<file path="src/rtl/uart_fifo_port.sv">
module uart_fifo_port #(
  parameter int DEPTH = 16,
  parameter int DIVW = 12,
  localparam int CW = DIVW + 7
) (
  input  logic          clk,
  input  logic          rst_n,
  input  logic          port_en,
  input  logic          bus_sel,
  input  logic          bus_wr,
  input  logic          bus_addr,
  input  logic [CW-1:0] bus_wdata,
  output logic [CW-1:0] bus_rdata,
  input  logic          rx_i,
  output logic          tx_o,
  output logic          rx_empty,
  output logic          tx_full,
  output logic          tx_busy,
  output logic          irq_tx,
  output logic          irq_rx
);
  localparam int AW = $clog2(DEPTH);
  localparam int NW = $clog2(DEPTH + 1);

  function automatic logic [AW-1:0] nxt(input logic [AW-1:0] p);
    return (p == AW'(DEPTH - 1)) ? '0 : p + 1'b1;
  endfunction

  logic [CW-1:0] ctrl;
  wire [DIVW-1:0] div = ctrl[DIVW-1:0];
  wire brk = ctrl[DIVW];
  wire par_en = ctrl[DIVW+1];
  wire par_even = ctrl[DIVW+2];
  wire stop2 = ctrl[DIVW+3];
  wire fifo_en = ctrl[DIVW+4];
  wire [3:0] nd = 4'd5 + {2'b00, ctrl[DIVW+6:DIVW+5]};
  wire [NW-1:0] cap = fifo_en ? NW'(DEPTH) : NW'(1);

  wire wr_data = bus_sel & bus_wr & ~bus_addr & port_en;
  wire wr_ctrl = bus_sel & bus_wr & bus_addr;
  wire rd_data = bus_sel & ~bus_wr & ~bus_addr;

  always_ff @(posedge clk or negedge rst_n)
    if (!rst_n) ctrl <= '0;
    else if (wr_ctrl) ctrl <= bus_wdata;

  logic [DIVW-1:0] divcnt;
  wire tick = port_en && (divcnt >= div);
  always_ff @(posedge clk or negedge rst_n)
    if (!rst_n) divcnt <= '0;
    else if (!port_en || tick) divcnt <= '0;
    else divcnt <= divcnt + 1'b1;

  // transmit queue
  logic [7:0] txm [DEPTH];
  logic [AW-1:0] txw, txr;
  logic [NW-1:0] txc;
  logic tx_act;
  assign tx_full = txc >= cap;
  wire tx_push = wr_data & ~tx_full;
  wire tx_load = tick & ~tx_act & (txc != '0);

  always_ff @(posedge clk)
    if (tx_push) txm[txw] <= bus_wdata[7:0];

  always_ff @(posedge clk or negedge rst_n)
    if (!rst_n) begin
      txw <= '0; txr <= '0; txc <= '0;
    end else if (!port_en) begin
      txw <= '0; txr <= '0; txc <= '0;
    end else begin
      if (tx_push) txw <= nxt(txw);
      if (tx_load) txr <= nxt(txr);
      txc <= txc + NW'(tx_push) - NW'(tx_load);
    end

  // transmit shifter
  logic [11:0] tframe, tsr;
  logic [3:0] tlen, tbits, tcnt;
  logic tpar;
  always_comb begin
    tframe = '1;
    tframe[0] = 1'b0;
    tpar = ~par_even;
    for (int i = 0; i < 8; i++)
      if (i < int'(nd)) begin
        tframe[i+1] = txm[txr][i];
        tpar = tpar ^ txm[txr][i];
      end
    if (par_en) tframe[4'd1 + nd] = tpar;
    tlen = 4'd2 + nd + {3'b000, par_en} + {3'b000, stop2};
  end

  always_ff @(posedge clk or negedge rst_n)
    if (!rst_n) begin
      tx_act <= 1'b0; tsr <= '1; tbits <= '0; tcnt <= '0;
    end else if (!port_en) begin
      tx_act <= 1'b0; tsr <= '1;
    end else if (tx_load) begin
      tx_act <= 1'b1; tsr <= tframe; tbits <= tlen; tcnt <= '0;
    end else if (tx_act && tick) begin
      tcnt <= tcnt + 1'b1;
      if (tcnt == 4'd15) begin
        tsr <= {1'b1, tsr[11:1]};
        tbits <= tbits - 1'b1;
        if (tbits == 4'd1) tx_act <= 1'b0;
      end
    end

  assign tx_o = ~brk & tsr[0];
  assign tx_busy = tx_act | (txc != '0);
  assign irq_tx = port_en & (txc == '0);

  // receiver
  logic [1:0] rsy;
  wire rxs = rsy[1];
  logic rx_run, rx_arm, racc, ovr_pend;
  logic [3:0] scnt, rbi;
  logic [7:0] rdat;
  wire [3:0] rstop = 4'd1 + nd + {3'b000, par_en};
  wire mid = rx_run & tick & (scnt == 4'd7);
  wire frame_end = mid & (rbi == rstop);

  always_ff @(posedge clk or negedge rst_n)
    if (!rst_n) rsy <= '1;
    else rsy <= {rsy[0], rx_i};

  always_ff @(posedge clk or negedge rst_n)
    if (!rst_n) begin
      rx_run <= 1'b0; rx_arm <= 1'b0; racc <= 1'b0;
      scnt <= '0; rbi <= '0; rdat <= '0;
    end else if (!port_en) begin
      rx_run <= 1'b0; rx_arm <= 1'b0;
    end else if (!rx_run) begin
      if (rxs) rx_arm <= 1'b1;
      if (tick && rx_arm && !rxs) begin
        rx_run <= 1'b1; scnt <= 4'd1; rbi <= '0; racc <= 1'b0;
      end
    end else if (tick) begin
      scnt <= scnt + 1'b1;
      if (scnt == 4'd7) begin
        rbi <= rbi + 1'b1;
        if (rbi == 4'd0) begin
          if (rxs) rx_run <= 1'b0;
        end else if (rbi <= nd) begin
          rdat <= {rxs, rdat[7:1]};
          racc <= racc ^ rxs;
        end else if (rbi < rstop) begin
          racc <= racc ^ rxs;
        end
        if (rbi == rstop) begin
          rx_run <= 1'b0; rx_arm <= 1'b0;
        end
      end
    end

  wire [7:0] rx_char = 8'(rdat >> (4'd8 - nd));
  wire rx_perr = par_en & (racc == par_even);
  wire [10:0] rx_ent = {ovr_pend, rx_perr, ~rxs, rx_char};

  // receive queue
  logic [10:0] rxm [DEPTH];
  logic [AW-1:0] rxw, rxr;
  logic [NW-1:0] rxc;
  assign rx_empty = (rxc == '0);
  wire rx_push = frame_end & (rxc < cap);
  wire rx_pop = rd_data & ~rx_empty;

  always_ff @(posedge clk)
    if (rx_push) rxm[rxw] <= rx_ent;

  always_ff @(posedge clk or negedge rst_n)
    if (!rst_n) begin
      rxw <= '0; rxr <= '0; rxc <= '0; ovr_pend <= 1'b0;
    end else if (!port_en) begin
      rxw <= '0; rxr <= '0; rxc <= '0; ovr_pend <= 1'b0;
    end else begin
      if (rx_push) rxw <= nxt(rxw);
      if (rx_pop) rxr <= nxt(rxr);
      rxc <= rxc + NW'(rx_push) - NW'(rx_pop);
      if (rx_push) ovr_pend <= 1'b0;
      else if (frame_end) ovr_pend <= 1'b1;
    end

  assign irq_rx = port_en & ~rx_empty;
  assign bus_rdata = bus_addr ? ctrl : (rx_empty ? '0 : CW'(rxm[rxr]));

  assert_tx_no_overflow_R7: assert property (@(posedge clk) disable iff (!rst_n)
    (txc > $past(txc)) |-> ($past(txc) < $past(cap)));

  assert_rx_no_overflow_R7: assert property (@(posedge clk) disable iff (!rst_n)
    (rxc > $past(rxc)) |-> ($past(rxc) < $past(cap)));

  assert_overrun_when_full_R9: assert property (@(posedge clk) disable iff (!rst_n)
    $rose(ovr_pend) |-> ($past(rxc) >= $past(cap)));

  assert_flush_when_off_R12: assert property (@(posedge clk) disable iff (!rst_n)
    !port_en |=> (txc == '0 && rxc == '0 && !tx_act));

  assert_busy_ends_on_stop_R8: assert property (@(posedge clk) disable iff (!rst_n)
    ($fell(tx_busy) && $past(port_en) && !$past(brk)) |-> $past(tx_o));

  assert_read_pops_R1: assert property (@(posedge clk) disable iff (!rst_n)
    (port_en && rd_data && !rx_empty && !rx_push) |=> (rxc == $past(rxc) - 1'b1));
endmodule

</file>
<file path="config.mk">
export PLATFORM = sky130hd
export DESIGN_NAME = uart_fifo_port
export DESIGN_NICKNAME = d
export VERILOG_FILES = /design/src/rtl/uart_fifo_port.sv
export SDC_FILE = /design/constraint.sdc
export NUM_CORES = 1
export LEC_CHECK = 0
export ABC_AREA = 1
export BUFFER_PORTS_ARGS = -buffer_cell sky130_fd_sc_hd__buf_2
export CORE_ASPECT_RATIO = 1.4
export CORE_MARGIN = 3
export CORE_UTILIZATION = 45
export DETAILED_ROUTE_END_ITERATION = 16
export GPL_TIMING_DRIVEN = 0
export PLACE_DENSITY_LB_ADDON = 0.2
export SETUP_SLACK_MARGIN = 0.05
export SYNTH_ARGS = -nofsm -noshare
export SYNTH_HDL_FRONTEND = slang
export SYNTH_SLANG_ARGS = --single-unit
export TNS_END_PERCENT = 100
</file>
<file path="constraint.sdc">
create_clock -name clk -period 5.32 [get_ports clk]
set_input_delay 1.064 -clock clk [delete_from_list [all_inputs] [get_ports clk]]
set_output_delay 1.064 -clock clk [all_outputs]
set_load 0.1 [all_outputs]
</file>
# ---- Word level (Yosys, flattened, before mapping)
# Memory sizes are Yosys's and may differ from the RTL's.
# Index checks and enable logic that the tools add are counted.
dict set report totals {
  regBits 100
  ram_bits 304
  mem_count 2
}
# name depth word_bits read_ports rd_ports_with_merged_regs write_ports line_no
set mem_list {}
lappend mem_list {rxm 16 11 1 0 1 162} ;# logic [10:0] rxm [DEPTH];
lappend mem_list {txm 16 8 1 0 1 55} ;# logic [7:0] txm [DEPTH];
dict set report classes {
  shift 1
  magnitude_cmp 15
  n_reduce_logical 24
  eq_ne 25
  bitwise_logic 37
  add_sub_neg 20
  mux 87
}
# op n
set op_table {}
lappend op_table {{$mux 4} 24}
lappend op_table {{$mux 12} 6}
lappend op_table {{$mux 1} 50}
lappend op_table {{$add 4x1->4 const B} 7}
lappend op_table {{$eq 4x4->1 const B} 5}
lappend op_table {{$mux 19} 1}
lappend op_table {{$and 1x1->1} 18}
lappend op_table {{$ne 3x1->1 const B} 6}
lappend op_table {{$lt 3x4->1 const A} 4}
lappend op_table {{$mux 5} 3}
lappend op_table {{$add 12x1->12 const B} 1}
lappend op_table {{$add 4x1->4} 3}
lappend op_table {{$bwmux 12} 1}
lappend op_table {{$ge 12x12->1} 1}
lappend op_table {{$reduce_and 6->1} 2}
lappend op_table {{$mux 11} 1}
lappend op_table {{$add 5x1->5} 2}
lappend op_table {{$logic_not 5->1} 2}
lappend op_table {{$ne 2x1->1 const B} 5}
lappend op_table {{$sub 5x1->5} 2}
lappend op_table {{$not 1->1} 9}
lappend op_table {{$reduce_and 3->1} 3}
lappend op_table {{$xor 1x1->1} 9}
lappend op_table {{$lt 1x4->1 const A} 2}
lappend op_table {{other kinds (30)} 42}

# ---- Depth between registers and ports, before layout
# Gate-level depths: netlist (run 1).
dict set report depth {
  word_depth 21
  ltp_mapped 23
  depth_no_buf 23
}

# ---- Worst setup path after synthesis (run 1)
# No wires, ideal clock.
dict set report synth_path {
  path_kind {register to output}
  from {register rxc[2]}
  to {output bus_rdata[10]}
  setup_slack_ps -52
  required_ps 4256
  stages_incl_launch_ff 9
  arrival_ps 4308
  path_cell_list {dfrtp_1 -> inv_1 -> ha_1 -> nand2_1 -> nor3_1 -> nor2_1 -> clkbuf_1 -> nand2_1 -> o21ai_0}
}
dict set report synth_between {
  elab_chain_cells 3
}
# element line_no
set synth_rtl {}
lappend synth_rtl {{start: declaration} 164} ;# logic [NW-1:0] rxc;
lappend synth_rtl {{start signal: assignment} 180} ;# rxc <= rxc + NW'(rx_push) - NW'(rx_pop);
lappend synth_rtl {{$logic_not 5->1} 165} ;# assign rx_empty = (rxc == '0);
lappend synth_rtl {{net rx_empty} 16} ;# output logic rx_empty,
lappend synth_rtl {{$mux 11} 186} ;# assign bus_rdata = bus_addr ? ctrl : (rx_empty ? '0 : CW'(rxm[rxr]));
lappend synth_rtl {{$mux 19} 186}
lappend synth_rtl {{end: declaration} 13} ;# output logic [CW-1:0] bus_rdata,
# The timed path passes the listed nets, and every way through them passes these cells.

# ---- Worst setup path after layout (run 1)
dict set report layout_path {
  from {register ctrl[17]}
  to {register rxc[4]}
}
dict set report layout_between {
  elab_chain_cells 9
}
# element line_no
set layout_rtl {}
lappend layout_rtl {{start: declaration} 29} ;# logic [CW-1:0] ctrl;
lappend layout_rtl {{start signal: assignment} 45} ;# else if (wr_ctrl) ctrl <= bus_wdata;
lappend layout_rtl {{$add 3x2->4} 36} ;# wire [3:0] nd = 4'd5 + {2'b00, ctrl[DIVW+6:DIVW+5]};
lappend layout_rtl {{$add 1x4->4} 120} ;# wire [3:0] rstop = 4'd1 + nd + {3'b000, par_en};
lappend layout_rtl {{$add 4x1->4} 120}
lappend layout_rtl {{$eq 4x4->1} 122} ;# wire frame_end = mid & (rbi == rstop);
lappend layout_rtl {{$and 1x1->1} 122}
lappend layout_rtl {{$and 1x1->1} 166} ;# wire rx_push = frame_end & (rxc < cap);
lappend layout_rtl {{$add 5x1->5} 180}
lappend layout_rtl {{$sub 5x1->5} 180}
lappend layout_rtl {{$mux 5} 175} ;# end else if (!port_en) begin
# Every way passes these cells.
# A chain may end at the register's enable or synchronous reset.

==> flow_summary.yaml, run 1 <==
sta:
  slew_violations: 0
  worst_pin_slew_ps: 1100
  fmax_mhz: 206
  period_needed_ps: 4850
  finalSetupViolCount: 0
  max-slew-margin-rel_pct: 26.1
  fin_crit_sh_pct: 91.2
  grt_setup_unrepaired: "false"
  clock_skew_ps: 32.9
  worst_hold_slack_ps: 364
  finalHoldViolations: 0
detailed_routing:
  wl_per_cell_um: 20.3
  ant_nets: 0
  routed_wl_mm: 50.6
  vias_per_cell: 5.39
  drt_iter0_drc: 872
  route.met3.wl_mm: 2.53
  drtPass1Iterations: 6
  drcViolationCount: 0
  drt-met1-wl_mm: 19.9
  via_count: 13400
  top_layer_used: "met4"
  wl_met2_mm: 25.4
synthesis:
  synth_cell_types: 45
  yosysWarnings: 0
  synth_area_leader_cell: "edfxtp_1"
  syn-num-nets: 1925
  yosysTopAreaCellShare_pct: 49.0
  synth-main-ff-cell: "edfxtp_1"
  syn_inst: 1828
  ys_ff_latch: 404
  syn-cell-area_um2: 18600
  yosysSeqAreaShare_pct: 62.6
  synth_edf_count: 304
  synth_area_leaders: "edfxtp_1, dfrtp_1, nand2_1"
  avgSynthCellArea_um2: 10.2
  ys_async_sr_fraction_pct: 24.8
power_and_ir_drop:
  ir_worst_vdd_uv: 292
  p_clk_share_pct: 38.7
  p_comb_share_pct: 15.0
  leakage_uw: 0.00863
  power.switching_uw: 2150
  p_seq_share_pct: 46.2
  swShare_pct: 28.0
  power_density_nw_per_um2: 364
  internal_power_uw: 5530
final_layout:
  nets: 2023
  syn2layout_area_growth_pct: 13.1
  n_antenna_cell: 0
  drive_gt1_share_pct: 10.8
  final_area_um2: 21100
clock_network:
  root_buffer: "clkbuf_16"
  ctsHtreeMaxLevel: 2
  post-cts-setup-buffers: 0
  cts_buffer_depth: 3
  cts_hold_buf: 0
  clock_latency_ps: 550
  cts.sink_count: 404
  path_clk_slew_ps: 70
  cts_made_buffers: 40
  tritoncts: "built"
place:
  dp.final_hpwl_mm: 35.4
  placed_area_um2: 19700
  gp_congestion: 0.921
  numPortBuffers: 50
floorplanning:
  design.core.area_um2: 40600
  die_y_um: 247
  die_w_um: 178
  ios: 51
  dieArea_um2: 43900
  initial_core_util_pct: 45.9
  num_rows: 87
worst_setup_path:
  path_max_fanout: 10
  crit_type: "register to register"
  crit_arrival_ps: 5250
  cp-end-kind: "register"
  critPathLaunchType: "register"
  cp.required_ps: 5720
flow_run:
  drv_cap: 0
global_routing:
  grt_max_degree: 57
  grtUsageTotal_pct: 23.1
  antenna_found_initial: 0
  grt_pass1_vias: 13000
  overflow: 0
  grt_pass1_wl_mm: 76.8
status:
  outcome: "complete, no violations"
hold_path:
  hold_class: "register to register"
-- flip-flops by register name, indices dropped and copies added, names as in the netlist --
| register | flops |
|---|---|
| scnt | 4 |
| ovr_pend | 1 |
| tx_act | 1 |
| rxc | 5 |
| divcnt | 12 |
| tbits | 4 |
| rx_arm | 1 |
| txr | 4 |
| txw | 4 |
| rxr | 4 |
| rx_run | 1 |
| tsr | 12 |
| tcnt | 4 |
| txm | 128 |
| rdat | 8 |
| rxm | 176 |
| rsy | 2 |
| rbi | 4 |
| rxw | 4 |
| racc | 1 |
| ctrl | 19 |
| txc | 5 |
-- critical path: stages, from the launching register on --
cell,delay [ps]
dfrtp_2,490
inv_1,220
ha_1,450
inv_1,140
nor2_1,290
nor2_2,150
ha_1,230
xor2_1,140
ha_1,270
nand2_1,80
nor4_2,340
nand3_1,170
nor2_1,170
nand2_1,160
ha_1,310
inv_1,50
ha_1,150
inv_1,50
fa_1,400
o21bai_1,170
a21oi_1,90
xor2_1,140
nor2_1,50
-- final cells by class --
cell class              count  area [um2]
clock buffers              46        1040
multi-input cells        1168        6000
flip-flops and latches    404       11600
fillers                  3653       19500
plain buffers              71         340
clock inverters            27         322
well taps                 534         668
repair buffers             56         344
inverters                 185         697
-- placed cells by master (no fill, tap or decap), drive strengths merged, types with 3 or more instances in the layout --
cell type / instances
edfxtp: 304
xnor2: 6
inv: 185
o211ai: 3
nand2: 357
or2: 4
dfrtp: 86
fa: 3
xor2: 13
o21a: 4
nand4: 6
mux2: 4
a21oi: 61
o21ai: 185
nand3: 107
ha: 68
nor2: 263
clkinv: 18
clkbuf: 93
o22ai: 60
buf: 80
bufinv: 7
dfstp: 14
nor3: 10
-- power groups by stage --
stage	clock network [uW]	registers, uW	logic, uW
2_1_floorplan	0	3600	791
3_3_place_gp	0	3620	1110
3_5_place_dp	0	3610	1150
4_1_cts	3010	3550	1150
5_1_grt	3130	3550	1250
6_report	2970	3550	1150
-- routing by layer --
| layer | track usage, % | vias to the layer above |
|---|---|---|
| met4 | 11.9 | 0 |
| met1 | 27.6 | 6500 |
| met5 | 0 | - |
| met2 | 40.6 | 419 |
| met3 | 3.06 | 124 |
| li1 | - | 6395 |
-- per-stage QoR --
step                      TNS [ps]  setup WS [ps]  total power (uW)  util (%)  cells
after global routing             0           88.4              7930      51.9   2491
final                            0            467              7680      51.9   2491
after floorplan                  0            874              4390         -   1828
after global placement           0           30.9              4720      48.1   2412
after CTS                        0           6.53              7710      51.8   2491
after detailed placement      -813          -51.4              4760      48.4   2418
-- Yosys cell counts (all sizes together), types with 3 or more instances --
master  count
nor2      263
nor3       10
ha         68
clkbuf     47
dfstp      14
dfrtp      86
o21ai     185
o21a        4
xor2       13
nand2     357
mux2        4
o211ai      3
edfxtp    304
a21oi      61
fa          3
o22ai      60
nand4       6
buf        24
xnor2       6
nand3     107
or2         4
inv       183
-- kinds of logic after synthesis --
group                    Yosys count  share of synthesized area (%)
AO/OA/AOI/OAI                    323                           9.39
buffers and inverters            256                           5.57
flip-flops                       404                           62.6
multiplexers                       5                          0.296
adder cells (fa/ha/maj)           71                           4.89
XOR/XNOR                          19                          0.894
AND/OR/NAND/NOR                  750                           16.4
-- final timing paths --
check,from,endpoint,slack (ps),cells past startpoint
hold reg to reg,rsy[0],rsy[1],360,0
setup / recovery,ctrl[17],rxc[4],470,22
setup reg to reg,ctrl[17],rxc[4],470,22
min in group asynchronous,rst_n,txc[1],590,1
max in group asynchronous,rst_n,ctrl[4],4000,2
hold / removal,rsy[0],rsy[1],360,0
-- repair_timing --
action,in CTS,in global routing
gates resized for setup,12,7
endpoints found under the setup margin,135,180
pin swaps,0,0
Note: power is estimated with default switching activity, not from simulation.
==> inputs of run 2 (changes only) <==
--- a/config.mk
+++ b/config.mk
@@ -9,7 +9,7 @@
 export BUFFER_PORTS_ARGS = -buffer_cell sky130_fd_sc_hd__buf_2
 export CORE_ASPECT_RATIO = 1.4
 export CORE_MARGIN = 3
-export CORE_UTILIZATION = 45
+export CORE_UTILIZATION = 50
 export DETAILED_ROUTE_END_ITERATION = 16
 export GPL_TIMING_DRIVEN = 0
 export PLACE_DENSITY_LB_ADDON = 0.2
@@ -17,4 +17,3 @@
 export SYNTH_ARGS = -nofsm -noshare
 export SYNTH_HDL_FRONTEND = slang
 export SYNTH_SLANG_ARGS = --single-unit
-export TNS_END_PERCENT = 100
==> constraint.sdc (replaced) <==
create_clock -name clk -period 5.1 [get_ports clk]
set_input_delay 1.02 -clock clk [delete_from_list [all_inputs] [get_ports clk]]
set_output_delay 1.02 -clock clk [all_outputs]
set_load 0.1 [all_outputs]
==> flow_summary.yaml, run 2 (synthesis results as in run 1) <==
sta:
  worst_pin_slew_ps: 1320
  fin_crit_sh_pct: 94.7
  clock_skew_ps: 11.7
  grt_setup_unrepaired: "false"
  finalHoldViolations: 0
  tns_ps: 0
  max-slew-margin-rel_pct: 11.8
  finalSetupViolCount: 0
  fmax_mhz: 207
  slew_violations: 0
  fin_ws_ps: 270
  period_needed_ps: 4830
global_routing:
  grt_pass1_wl_mm: 75.7
  grt_pass1_vias: 13100
  antenna_found_initial: 0
  overflow: 0
  grt_max_degree: 57
  grtUsageTotal_pct: 25.2
power_and_ir_drop:
  p_comb_share_pct: 15.6
  p_seq_share_pct: 47.5
  p_clk_share_pct: 36.9
  swShare_pct: 28.4
  ir_worst_vdd_uv: 318
  leakage_uw: 0.00858
  power_density_nw_per_um2: 372
  internal_power_uw: 5570
  power.switching_uw: 2210
worst_setup_path:
  worstSetupStartpoint: "rxr[0]"
  cp.required_ps: 4080
  cp-end-kind: "primary output"
  crit_arrival_ps: 3810
  timing.rr.start: "ctrl[18]"
  path_max_fanout: 10
  crit_type: "register to primary output"
  critPathLaunchType: "register"
clock_network:
  tritoncts: "built"
  cts_hold_buf: 0
  path_clk_slew_ps: 60
  clock_latency_ps: 540
  cts_made_buffers: 40
  cts.sink_count: 404
  ctsHtreeMaxLevel: 2
  cts_buffer_depth: 3
  root_buffer: "clkbuf_16"
floorplanning:
  design.core.area_um2: 36800
  die_w_um: 169
  die_y_um: 234
  initial_core_util_pct: 50.7
  ios: 51
  num_rows: 83
  dieArea_um2: 39600
final_layout:
  largest_register: "rxm"
  largest_reg_flops: 176
  syn2layout_area_growth_pct: 12.2
  drive_gt1_share_pct: 10.6
  n_fill_cell: 3144
  mostFrequentLayoutCells: "nand2_1, edfxtp_1, nor2_1"
  n_antenna_cell: 0
  top_regs: "rxm: 176 flops, txm: 128 flops, ctrl: 19 flops"
  nets: 2028
  layout_commonest_cell: "nand2_1"
place:
  gp_congestion: 0.899
  dp.final_hpwl_mm: 34.8
  numPortBuffers: 50
  dpl_worst_slack_ps: -417
detailed_routing:
  vias_per_cell: 5.52
  drt_iter0_drc: 1135
  drtPass1Iterations: 6
  drcViolationCount: 0
  via_count: 13400
  routed_wl_mm: 50.1
  wl_per_cell_um: 20.7
  ant_nets: 0
status:
  outcome: "complete, no violations"
hold_path:
  hold_class: "register to register"
  min_from: "rsy[0]"
flow_run:
  drv_cap: 0
==> run 2: cell types whose count changed in the layout (fill, tap and decap cells not counted), sizes merged <==
cell and change:
buf +5, bufinv -4, clkbuf +4, inv -3
clkinv +1, clkinvlp +1
==> run 2: worst max-delay path: stages (launching register included) <==
cell and delay, ps:
dfrtp_1 350, clkbuf_1 440, clkbuf_1 570, clkbuf_1 460, nor2_1 100, o22ai_1 330
nor2_1 100, o22ai_1 230, nand2_1 70, o21ai_0 120, buf_2 470
==> run 2: worst paths after layout <==
path / end / slack [ps] / cells after the start
worst max register to register: rxc[4] / 450 / 22
min in group asynchronous: tcnt[0] / 550 / 1
worst min register to register: rsy[1] / 360 / 0
worst min-delay path: rsy[1] / 360 / 0
max in group asynchronous: rsy[1] / 3810 / 2
worst max-delay path: bus_rdata[8] / 270 / 10
==> run 2: cell type report <==
type                            instances  area (um2)  area share [%]
Buffer                                 71         340            1.63
Inverter                              185         701            3.35
Tap cell                              467         584            2.80
Clock inverter                         22         185           0.886
Clock buffer                           50        1060            5.07
Multi-Input combinational cell       1168        6010            28.8
Timing Repair Buffer                   61         370            1.77
Sequential cell                       404       11600            55.7
==> run 2: power groups by stage <==
stage,registers [uW],logic [uW],clock network [uW]
final,3700,1210,2870
after global routing,3700,1310,3010
after CTS,3700,1190,2900
after detailed placement,3770,1190,0
after global placement,3770,1140,0
after floorplan,3760,825,0
==> run 2: repair_timing <==
item | CTS | global route
resized for setup | 17 | 6
buffers inserted | 0 | 6
endpoints found under the setup margin | 177 | 167
==> run 2: metrics by stage <==
| stage | hold slack (ps) | utilization [%] | std cells | total power, uW | area [um2] |
|---|---|---|---|---|---|
| after floorplan | 345 | - | 1828 | 4580 | 18600 |
| after global placement | 360 | 52.9 | 2345 | 4910 | 19500 |
| after detailed placement | 356 | 53.2 | 2350 | 4960 | 19500 |
| after CTS | 365 | 56.7 | 2422 | 7800 | 20800 |
| after global routing | 371 | 56.9 | 2428 | 8030 | 20900 |
| final | 364 | 56.9 | 2428 | 7780 | 20900 |
==> run 2: routing by layer <==
layer / vias up / GRT usage [%] / part of all wire (%)
met4: 0 / 11.6 / 4.8
met3: 125 / 3.78 / 5.6
li1: 6396 / - / -
met1: 6450 / 29.9 / 38
met5: - / 0 / 0
met2: 438 / 45.3 / 51
